$ cat config.mk
export PLATFORM = sky130hd
export DESIGN_NAME = wcoh_bridge
export DESIGN_NICKNAME = d
export VERILOG_FILES = /design/src/rtl/wcoh_pkg.sv /design/src/rtl/wcoh_rd_snap.sv /design/src/rtl/wcoh_wr_stage.sv /design/src/rtl/wcoh_ctl.sv /design/src/rtl/wcoh_bridge.sv
export SDC_FILE = /design/constraint.sdc
export NUM_CORES = 1
export LEC_CHECK = 0
export BUFFER_PORTS_ARGS = -buffer_cell sky130_fd_sc_hd__buf_2
export CAP_MARGIN = 40
export CORE_ASPECT_RATIO = 1.2
export CORE_MARGIN = 3
export CORE_UTILIZATION = 50
export CTS_BUF_LIST = sky130_fd_sc_hd__clkbuf_2 sky130_fd_sc_hd__clkbuf_4 sky130_fd_sc_hd__clkbuf_8
export CTS_CLUSTER_SIZE = 24
export DETAILED_ROUTE_END_ITERATION = 10
export PLACE_DENSITY = 0.78
export RECOVER_POWER = 50
export SLEW_MARGIN = 15
export SYNTH_ARGS = -nofsm -noshare
export SYNTH_HDL_FRONTEND = slang
export SYNTH_SLANG_ARGS = --single-unit
$ cat constraint.sdc
create_clock -name clk -period 2.1 [get_ports clk]
set_clock_uncertainty 0.15 [all_clocks]
set_input_delay 0.42 -clock clk [delete_from_list [all_inputs] [get_ports clk]]
set_output_delay 0.42 -clock clk [all_outputs]
set_load 0.03 [all_outputs]
$ cat src/rtl/wcoh_pkg.sv
package wcoh_pkg;

    localparam int BYTE_W = 8;
    localparam int WORD_W = 2 * BYTE_W;

    typedef enum logic [1:0] {
        LOC_LO   = 2'd0,
        LOC_HI   = 2'd1,
        LOC_STAT = 2'd2,
        LOC_NONE = 2'd3
    } loc_e;

    typedef struct packed {
        logic [BYTE_W-1:0] hi;
        logic [BYTE_W-1:0] lo;
    } word_t;

    typedef struct packed {
        logic hi;
        logic lo;
    } pair_flags_t;

    // Status layout: bit 7 empty flag, bit 6 lock, rest zero.
    function automatic logic [BYTE_W-1:0] status_byte(input logic txe, input logic lock);
        return {txe, lock, {(BYTE_W-2){1'b0}}};
    endfunction

endpackage

$ cat src/rtl/wcoh_rd_snap.sv
module wcoh_rd_snap
    import wcoh_pkg::*;
(
    input  logic              clk,
    input  logic              rst,
    input  logic              clr,
    input  logic              mode16,
    input  logic              rd_lo,
    input  logic              rd_hi,
    input  word_t             live,
    output logic [BYTE_W-1:0] val_lo,
    output logic [BYTE_W-1:0] val_hi,
    output logic              pend
);

    word_t snap_q;
    logic  pend_q;
    logic  opened_hi_q;

    always_comb begin
        if (!mode16) begin
            val_hi = '0;
            val_lo = live.lo;
        end else if (pend_q) begin
            val_hi = snap_q.hi;
            val_lo = snap_q.lo;
        end else begin
            val_hi = live.hi;
            val_lo = live.lo;
        end
    end

    always_ff @(posedge clk) begin
        if (rst) begin
            snap_q      <= '0;
            pend_q      <= 1'b0;
            opened_hi_q <= 1'b0;
        end else if (clr) begin
            pend_q      <= 1'b0;
            opened_hi_q <= 1'b0;
        end else if (mode16) begin
            if (!pend_q && (rd_lo || rd_hi)) begin
                snap_q      <= live;
                pend_q      <= 1'b1;
                opened_hi_q <= rd_hi;
            end else if (pend_q && ((rd_hi && !opened_hi_q) || (rd_lo && opened_hi_q))) begin
                pend_q <= 1'b0;
            end
        end
    end

    assign pend = pend_q;

endmodule

$ cat src/rtl/wcoh_wr_stage.sv
module wcoh_wr_stage
    import wcoh_pkg::*;
(
    input  logic              clk,
    input  logic              rst,
    input  logic              clr,
    input  logic              mode16,
    input  logic              allow,
    input  logic              wr_lo,
    input  logic              wr_hi,
    input  logic [BYTE_W-1:0] wdata,
    output logic              fire,
    output pair_flags_t       have,
    output word_t             tx_word,
    output logic              tx_load
);

    word_t       stage_q;
    pair_flags_t have_q;
    pair_flags_t have_n;
    word_t       word_n;
    logic        complete;

    always_comb begin
        have_n.hi = have_q.hi | wr_hi;
        have_n.lo = have_q.lo | wr_lo;
        if (mode16) begin
            complete  = (wr_lo | wr_hi) & have_n.hi & have_n.lo;
            word_n.hi = wr_hi ? wdata : stage_q.hi;
            word_n.lo = wr_lo ? wdata : stage_q.lo;
        end else begin
            complete  = wr_lo;
            word_n.hi = '0;
            word_n.lo = wdata;
        end
        fire = complete & allow & ~clr;
    end

    always_ff @(posedge clk) begin
        if (rst) begin
            stage_q <= '0;
            have_q  <= '0;
            tx_word <= '0;
            tx_load <= 1'b0;
        end else begin
            tx_load <= fire;
            if (fire) begin
                tx_word <= word_n;
            end
            if (clr || complete) begin
                have_q <= '0;
            end else if (mode16) begin
                if (wr_hi) begin
                    stage_q.hi <= wdata;
                    have_q.hi  <= 1'b1;
                end
                if (wr_lo) begin
                    stage_q.lo <= wdata;
                    have_q.lo  <= 1'b1;
                end
            end
        end
    end

    assign have = have_q;

endmodule

$ cat src/rtl/wcoh_ctl.sv
module wcoh_ctl (
    input  logic clk,
    input  logic rst,
    input  logic mode16,
    input  logic core_busy,
    input  logic stat_rd,
    input  logic fire,
    input  logic tx_drained,
    output logic mode_chg,
    output logic txe,
    output logic lock,
    output logic abort
);

    logic mode_q;

    assign mode_chg = (mode16 != mode_q);

    always_ff @(posedge clk) begin
        if (rst) begin
            mode_q <= mode16;
            txe    <= 1'b1;
            lock   <= 1'b0;
            abort  <= 1'b0;
        end else begin
            mode_q <= mode16;
            abort  <= mode_chg & core_busy;
            if (mode_chg) begin
                txe  <= 1'b1;
                lock <= 1'b1;
            end else begin
                if (fire) begin
                    txe <= 1'b0;
                end else if (tx_drained) begin
                    txe <= 1'b1;
                end
                if (stat_rd && txe) begin
                    lock <= 1'b0;
                end
            end
        end
    end

endmodule

$ cat src/rtl/wcoh_bridge.sv
module wcoh_bridge
    import wcoh_pkg::*;
(
    input  logic              clk,
    input  logic              rst,
    input  logic [1:0]        bus_addr,
    input  logic              bus_rd,
    input  logic              bus_wr,
    input  logic [BYTE_W-1:0] bus_wdata,
    output logic [BYTE_W-1:0] bus_rdata,
    input  logic              mode16,
    input  logic              core_busy,
    input  logic [WORD_W-1:0] live_word,
    input  logic              tx_drained,
    output logic [WORD_W-1:0] tx_word,
    output logic              tx_load,
    output logic              xfer_abort
);

    loc_e              loc;
    logic              mode_chg;
    logic              rd_lo, rd_hi, wr_lo, wr_hi, stat_rd;
    logic              fire, txe, lock;
    logic              pend;
    pair_flags_t       have;
    logic [BYTE_W-1:0] val_lo, val_hi;
    word_t             word_out;

    assign loc     = loc_e'(bus_addr);
    assign rd_lo   = bus_rd & (loc == LOC_LO) & ~mode_chg;
    assign rd_hi   = bus_rd & (loc == LOC_HI) & ~mode_chg;
    assign stat_rd = bus_rd & (loc == LOC_STAT) & ~mode_chg;
    assign wr_lo   = bus_wr & (loc == LOC_LO) & ~mode_chg;
    assign wr_hi   = bus_wr & (loc == LOC_HI) & ~mode_chg & mode16;

    wcoh_ctl u_ctl (
        .clk        (clk),
        .rst        (rst),
        .mode16     (mode16),
        .core_busy  (core_busy),
        .stat_rd    (stat_rd),
        .fire       (fire),
        .tx_drained (tx_drained),
        .mode_chg   (mode_chg),
        .txe        (txe),
        .lock       (lock),
        .abort      (xfer_abort)
    );

    wcoh_rd_snap u_snap (
        .clk    (clk),
        .rst    (rst),
        .clr    (mode_chg),
        .mode16 (mode16),
        .rd_lo  (rd_lo),
        .rd_hi  (rd_hi),
        .live   (word_t'(live_word)),
        .val_lo (val_lo),
        .val_hi (val_hi),
        .pend   (pend)
    );

    wcoh_wr_stage u_stage (
        .clk     (clk),
        .rst     (rst),
        .clr     (mode_chg),
        .mode16  (mode16),
        .allow   (~lock),
        .wr_lo   (wr_lo),
        .wr_hi   (wr_hi),
        .wdata   (bus_wdata),
        .fire    (fire),
        .have    (have),
        .tx_word (word_out),
        .tx_load (tx_load)
    );

    assign tx_word = word_out;

    always_comb begin
        unique case (loc)
            LOC_LO:   bus_rdata = val_lo;
            LOC_HI:   bus_rdata = val_hi;
            LOC_STAT: bus_rdata = status_byte(txe, lock);
            default:  bus_rdata = '0;
        endcase
    end

endmodule

## After elaboration in Yosys (flattened, before gate mapping)

Cells that the tools add are included.

| word-level totals | value |
|---|---|
| register bits | 57 |
| word-level logic and storage cells | 77 |

| cells by class | value |
|---|---|
| equal/unequal tests | 3 |
| multiplexer cells | 15 |
| bitwise operators | 22 |
| reduce and logical (&&, ||, !) cells | 22 |

Operator list:

| operator | number |
|---|---|
| 8-bit 2-to-1 mux | 6 |
| 8-bit one-hot mux with 3 select lines | 1 |
| 1-bit bitwise AND | 16 |
| 16-bit 2-to-1 mux | 1 |
| 2-bit AND reduction | 5 |
| 1-bit 2-to-1 mux | 7 |
| 2-bit nonzero test | 3 |
| 1-bit logical AND | 5 |
| 2-bit OR reduction | 2 |
| 1-bit logical OR | 3 |
| 1-bit inverter | 3 |
| 1-bit OR | 3 |
| 3-bit AND reduction | 1 |
| 2-bit by 1-bit == test with 1-bit output (second input constant) | 1 |
| 2-bit == test (second input constant) | 1 |
| 1-bit zero test | 2 |
| 2-bit zero test | 1 |
| 1-bit != test | 1 |

## Longest topological paths before layout

| depth | value |
|---|---|
| depth after elaboration | 11 |
| mapped depth | 7 |
| mapped depth without buffers | 5 |

## By module

From an unflattened synthesis, not the netlist that was laid out.

| unflattened totals | value |
|---|---|
| cell total of the unflattened synthesis | 336 |
| area, all modules | 3291.9 µm² |

Modules (own cells, without submodules):

| module | instances | cells each | area an instance (µm²) | sequential area each (µm²) |
|---|---|---|---|---|
| wcoh_wr_stage | 1 | 190 | 1831.8 | 700.7 |
| wcoh_rd_snap | 1 | 106 | 1066.0 | 360.3 |
| wcoh_bridge | 1 | 28 | 251.5 | 0.0 |
| wcoh_ctl | 1 | 12 | 142.6 | 80.1 |

## Worst setup path after synthesis

Ideal clock, no wire load.

| timing path | value |
|---|---|
| path kind | input-to-output |
| start point | input port mode16 |
| end point | output port bus_rdata[6] |
| data arrival time | 1658 ps |
| setup slack | -128 ps |
| stages | 5 |
| path buffers | 1 |
| cells stage by stage | buf_2 nand2_1 mux2_2 mux2i_1 o22ai_1 |

| between the ends | value |
|---|---|
| word-level cells in the longest chain between the ends | 2 |
| elaborated cells between the ends (all ways) | 3 |

RTL lines:

| what | RTL line | text |
|---|---|---|
| start: declaration | wcoh_bridge.sv:11 | `input logic mode16,` |
| 8-bit 2-to-1 mux | wcoh_rd_snap.sv:21 | `if (!mode16) begin` |
| 8-bit one-hot mux with 3 select lines (*) | wcoh_bridge.sv:81 | `unique case (loc)` |
| end: declaration | wcoh_bridge.sv:10 | `output logic [BYTE_W-1:0] bus_rdata,` |

Every way passes the cells marked *; elsewhere a longest branch is shown, timed or not.

## Worst setup path in the final report

| timing path | value |
|---|---|
| start point | register u_snap.pend_q (netlist: u_snap.pend) |
| end point | output port bus_rdata[7] |

| between the ends | value |
|---|---|
| word-level cells in the longest chain between the ends | 3 |
| elaborated cells between the ends (all ways) | 5 |

RTL lines:

| what | RTL line | text |
|---|---|---|
| start: declaration | wcoh_rd_snap.sv:17 | `logic pend_q;` |
| start signal: assignment | wcoh_rd_snap.sv:36 | `pend_q <= 1'b0;` |
| start signal: assignment | wcoh_rd_snap.sv:39 | `pend_q <= 1'b0;` |
| start signal: assignment | wcoh_rd_snap.sv:44 | `pend_q <= 1'b1;` |
| 8-bit 2-to-1 mux | wcoh_rd_snap.sv:24 | `end else if (pend_q) begin` |
| 8-bit 2-to-1 mux | wcoh_rd_snap.sv:21 |  |
| 8-bit one-hot mux with 3 select lines (*) | wcoh_bridge.sv:81 |  |

Marks and branches as above.

==> results.sh <==
export IMPL_run_status="finished clean"
export IMPL_rsz0062_at_grt="yes"
export IMPL_syn_instance_count=255
export IMPL_post_layout_total_power_mw=2.45
export IMPL_post_synth_top_area_cell="dfxtp_1"
export IMPL_cp_buffers_inverters=2
export IMPL_max_fanout_on_critical_path=7
export IMPL_synth_top_cell_area_share_pct=45.7
export IMPL_cap_viol_max_count=0
export IMPL_worst_ir_drop_vdd_mv=0.608
export IMPL_post_synth_num_cell_types=39
export IMPL_seq_area_frac_synth_pct=45.7
export IMPL_max_clock_path_buffers=2
export IMPL_worst_setup_hold_path_clk_slew_ps=60
export IMPL_clk_insertion_delay_late_ps=340
export IMPL_first_pass_grt_wire_length_um=9770
export IMPL_timing_critical_path_max_delay_family="flip-flops"
export IMPL_grt_total_usage_pct=21.0
export IMPL_route_detailed_drc=0
export IMPL_grt_start_max_net_pins=33
export IMPL_synth_area_per_cell_um2=9.78
export IMPL_first_global_vias=2155
export IMPL_initial_core_util_pct=53.1
export IMPL_worst_pin_slew_ps=344
export IMPL_synth_flop_cell="dfxtp_1"
export IMPL_detailedPlacementHpwl_um=4020
export IMPL_initialDrtViolationCount=106
export IMPL_core_um2=4700
export IMPL_tritoncts_clock_tree="yes"
export IMPL_crit_path_start_kind="register"
export IMPL_floorplan_die_height_um=83.4
export IMPL_layout_filler_cells=386
export IMPL_power_leakage_nw=1.42
export IMPL_number_of_antenna_violating_nets_in_the_routed_design=0
export IMPL_cp_slowest_stage_delay_ps=340
export IMPL_setup_viol=0
export IMPL_worst_hold_path_type="in2reg"
export IMPL_synth_enable_flop_cells=0
export IMPL_critical_path_required_ps=1530
export IMPL_clockRootBuffer="clkbuf_8"
export IMPL_n_antenna_cell=0
export IMPL_place_port_buffers=58
export IMPL_post_route_cells_drive_above_1_share_pct=34.3
export IMPL_power_share_sequential_pct=45.1
export IMPL_grt_ovfl_total=0
export IMPL_number_of_top_level_pins=59
export IMPL_final_min_period_over_clock_period_pct=97.9
export IMPL_yosys_register_bits=57
export IMPL_arrival_ps=1490
export IMPL_number_of_antenna_violations_at_the_first_check_in_global_routing=0
export IMPL_cts_made_buffers=9
export IMPL_final_design_area_no_fill_um2=3250
export IMPL_ys_async_sr_fraction_pct=0
export IMPL_firstDrtPassIters=4
export IMPL_achievable_frequency_ghz=0.487
export IMPL_clkSinkCount=57
export IMPL_flow_area_growth_from_synthesis_pct=30.3
export IMPL_placement_cell_area_um2=2960
export IMPL_chipWidth_um=70.5
export IMPL_die_area_um2=5880
export IMPL_synthesis_yosys_warnings=0
export IMPL_p_comb_share_pct=10.7
export IMPL_p_int_mw=1.88
export IMPL_std_cell_rows=27
export IMPL_switching_power_mw=0.571
export IMPL_crit_path_end_kind="output port"
export IMPL_p_per_area_nw_per_um2=755
export IMPL_crit_slowest_cell="dfxtp_2"
export IMPL_routed_wire_length_per_instance_um=14.9
export IMPL_yosys_top_cells_area="dfxtp_1 (46%), mux2i_1 (19%), nand2_1 (5.9%), o2bb2ai_1 (5.6%), a21oi_1 (3.6%)"
export IMPL_number_of_max_slew_violations_in_the_final_report=0
export IMPL_final_nets=364
export IMPL_timing_slew_headroom_pct=77.0
export IMPL_power_share_clock_pct=44.3
export IMPL_dr_total_vias=2124
export IMPL_postSynthNetCount=289
export IMPL_syn_cell_area_um2=2490
export IMPL_routed_via_density=5.40
export IMPL_synth_top_cells_by_count="dfxtp_1 (57), mux2i_1 (48), nand2_1 (39), nor2_1 (19), a21oi_1 (18)"
export IMPL_finalCriticalPeriod_ps=2060
export IMPL_crit_chain="nand2_4 -> buf_6 -> mux2i_2 -> o221ai_2 -> buf_4"
export IMPL_critPathKind="reg2out"
export IMPL_postCtsHoldBufs=0
export IMPL_synth_most_common_cell="dfxtp_1"
export IMPL_switching_part_of_the_total_pct=23.3
export IMPL_routed_wl_um=5870
export IMPL_htreeDepth=3
export IMPL_globalplace_congestion=0.775
export IMPL_hold_viol=0
timing repair:
item,4_1_cts,5_1_grt
resized for setup,5,9
pin swaps,0,2
buffers inserted,0,4
setup endpoints to repair,2,9
hold endpoints to repair,0,0
metrics by stage:
stage / worst slack, ps / setup TNS (ps) / util, % / cells / hold WS [ps]
after detailed placement: -169 / -2510 / 63.0 / 373 / 298
after floorplan: -77.2 / -465 / - / 255 / 284
after CTS: 1.68 / 0 / 67.9 / 389 / 159
final: 44.7 / 0 / 69.2 / 393 / 168
after global routing: -38.5 / -50.3 / 69.2 / 393 / 175
after global placement: -125 / -1620 / 63.0 / 373 / 290
worst reg2reg max path, stage by stage (launching register included):
cell and delay, ps:
dfxtp_1 300, ha_1 300, or4b_4 600, nand2b_4 250, mux2i_1 200, nor2_1 50
power by group through the flow:
stage	registers, mW	logic (mW)	clock network (mW)
6_report	1.11	0.262	1.09
5_1_grt	1.11	0.286	1.15
4_1_cts	1.10	0.250	1.10
3_5_place_dp	1.13	0.245	0
3_3_place_gp	1.13	0.242	0
2_1_floorplan	1.13	0.142	0
final timing paths:
path	startpoint	endpoint	slack, ps	cells past startpoint
max reg2reg	u_ctl.mode_q	u_stage.stage_q[1]	140	5
min	core_busy	u_ctl.abort	170	2
min reg2reg	u_stage.tx_word[11]	u_stage.tx_word[11]	310	1
max	u_snap.pend	bus_rdata[7]	40	5
metal layers:
layer / share of wire [%] / track usage, %
met2: 51 / 35.0
met5: 0 / 0
met4: 1.7 / 9.76
met3: 5.6 / 6.54
met1: 41 / 24.1
logic make-up (layout without fill, tap and decap cells):
kind of cell,after synthesis,in the layout,share of synthesized area [%]
compound gates,49,49,13.9
mux,50,50,20.2
xor+xnor,1,1,0.351
flops,57,57,45.7
buf+inv,19,99,3.76
fa+ha+maj,1,1,0.501
simple gates,78,78,15.5
flip-flops by register name (all words and copies together), names as in the netlist:
signal / cells
u_ctl.lock: 1
u_stage.tx_word: 16
u_stage.tx_load: 1
u_ctl.abort: 1
u_stage.have: 2
u_ctl.txe: 1
u_snap.opened_hi_q: 1
u_ctl.mode_q: 1
u_stage.stage_q: 16
u_snap.snap_q: 16
u_snap.pend: 1
cell usage in the layout (no fill, tap or decap), drive strengths merged:
cell and n:
buf 81, dfxtp 57, mux2i 48, nand2 40, nor2 19, a21oi 18
o2bb2ai 16, clkbuf 14, o22ai 7, or2 3, nand3 2, inv 2
and4 2, nand4b 2, a31oi 2, mux2 2, nand3b 1, o221ai 1
or4b 1, nor2b 1, nand2b 1, nor4bb 1, o21ai 1, and4bb 1
a41oi 1, nor4b 1, and2 1, xor2 1, a211oi 1, and3b 1
o31a 1, a221oi 1, nand4 1, ha 1, bufinv 1, clkinv 1
cell type report:
class	instances	area, um2	share of cell area [%]
flip-flops and latches	57	1140	35.1
well taps	58	72.6	2.23
repair buffers	81	512	15.7
clock buffers	14	180	5.54
multi-input cells	179	1300	40.0
inverters	2	7.51	0.231
clock inverters	2	35.0	1.08
Note: power is estimated with default switching activity, not from simulation.
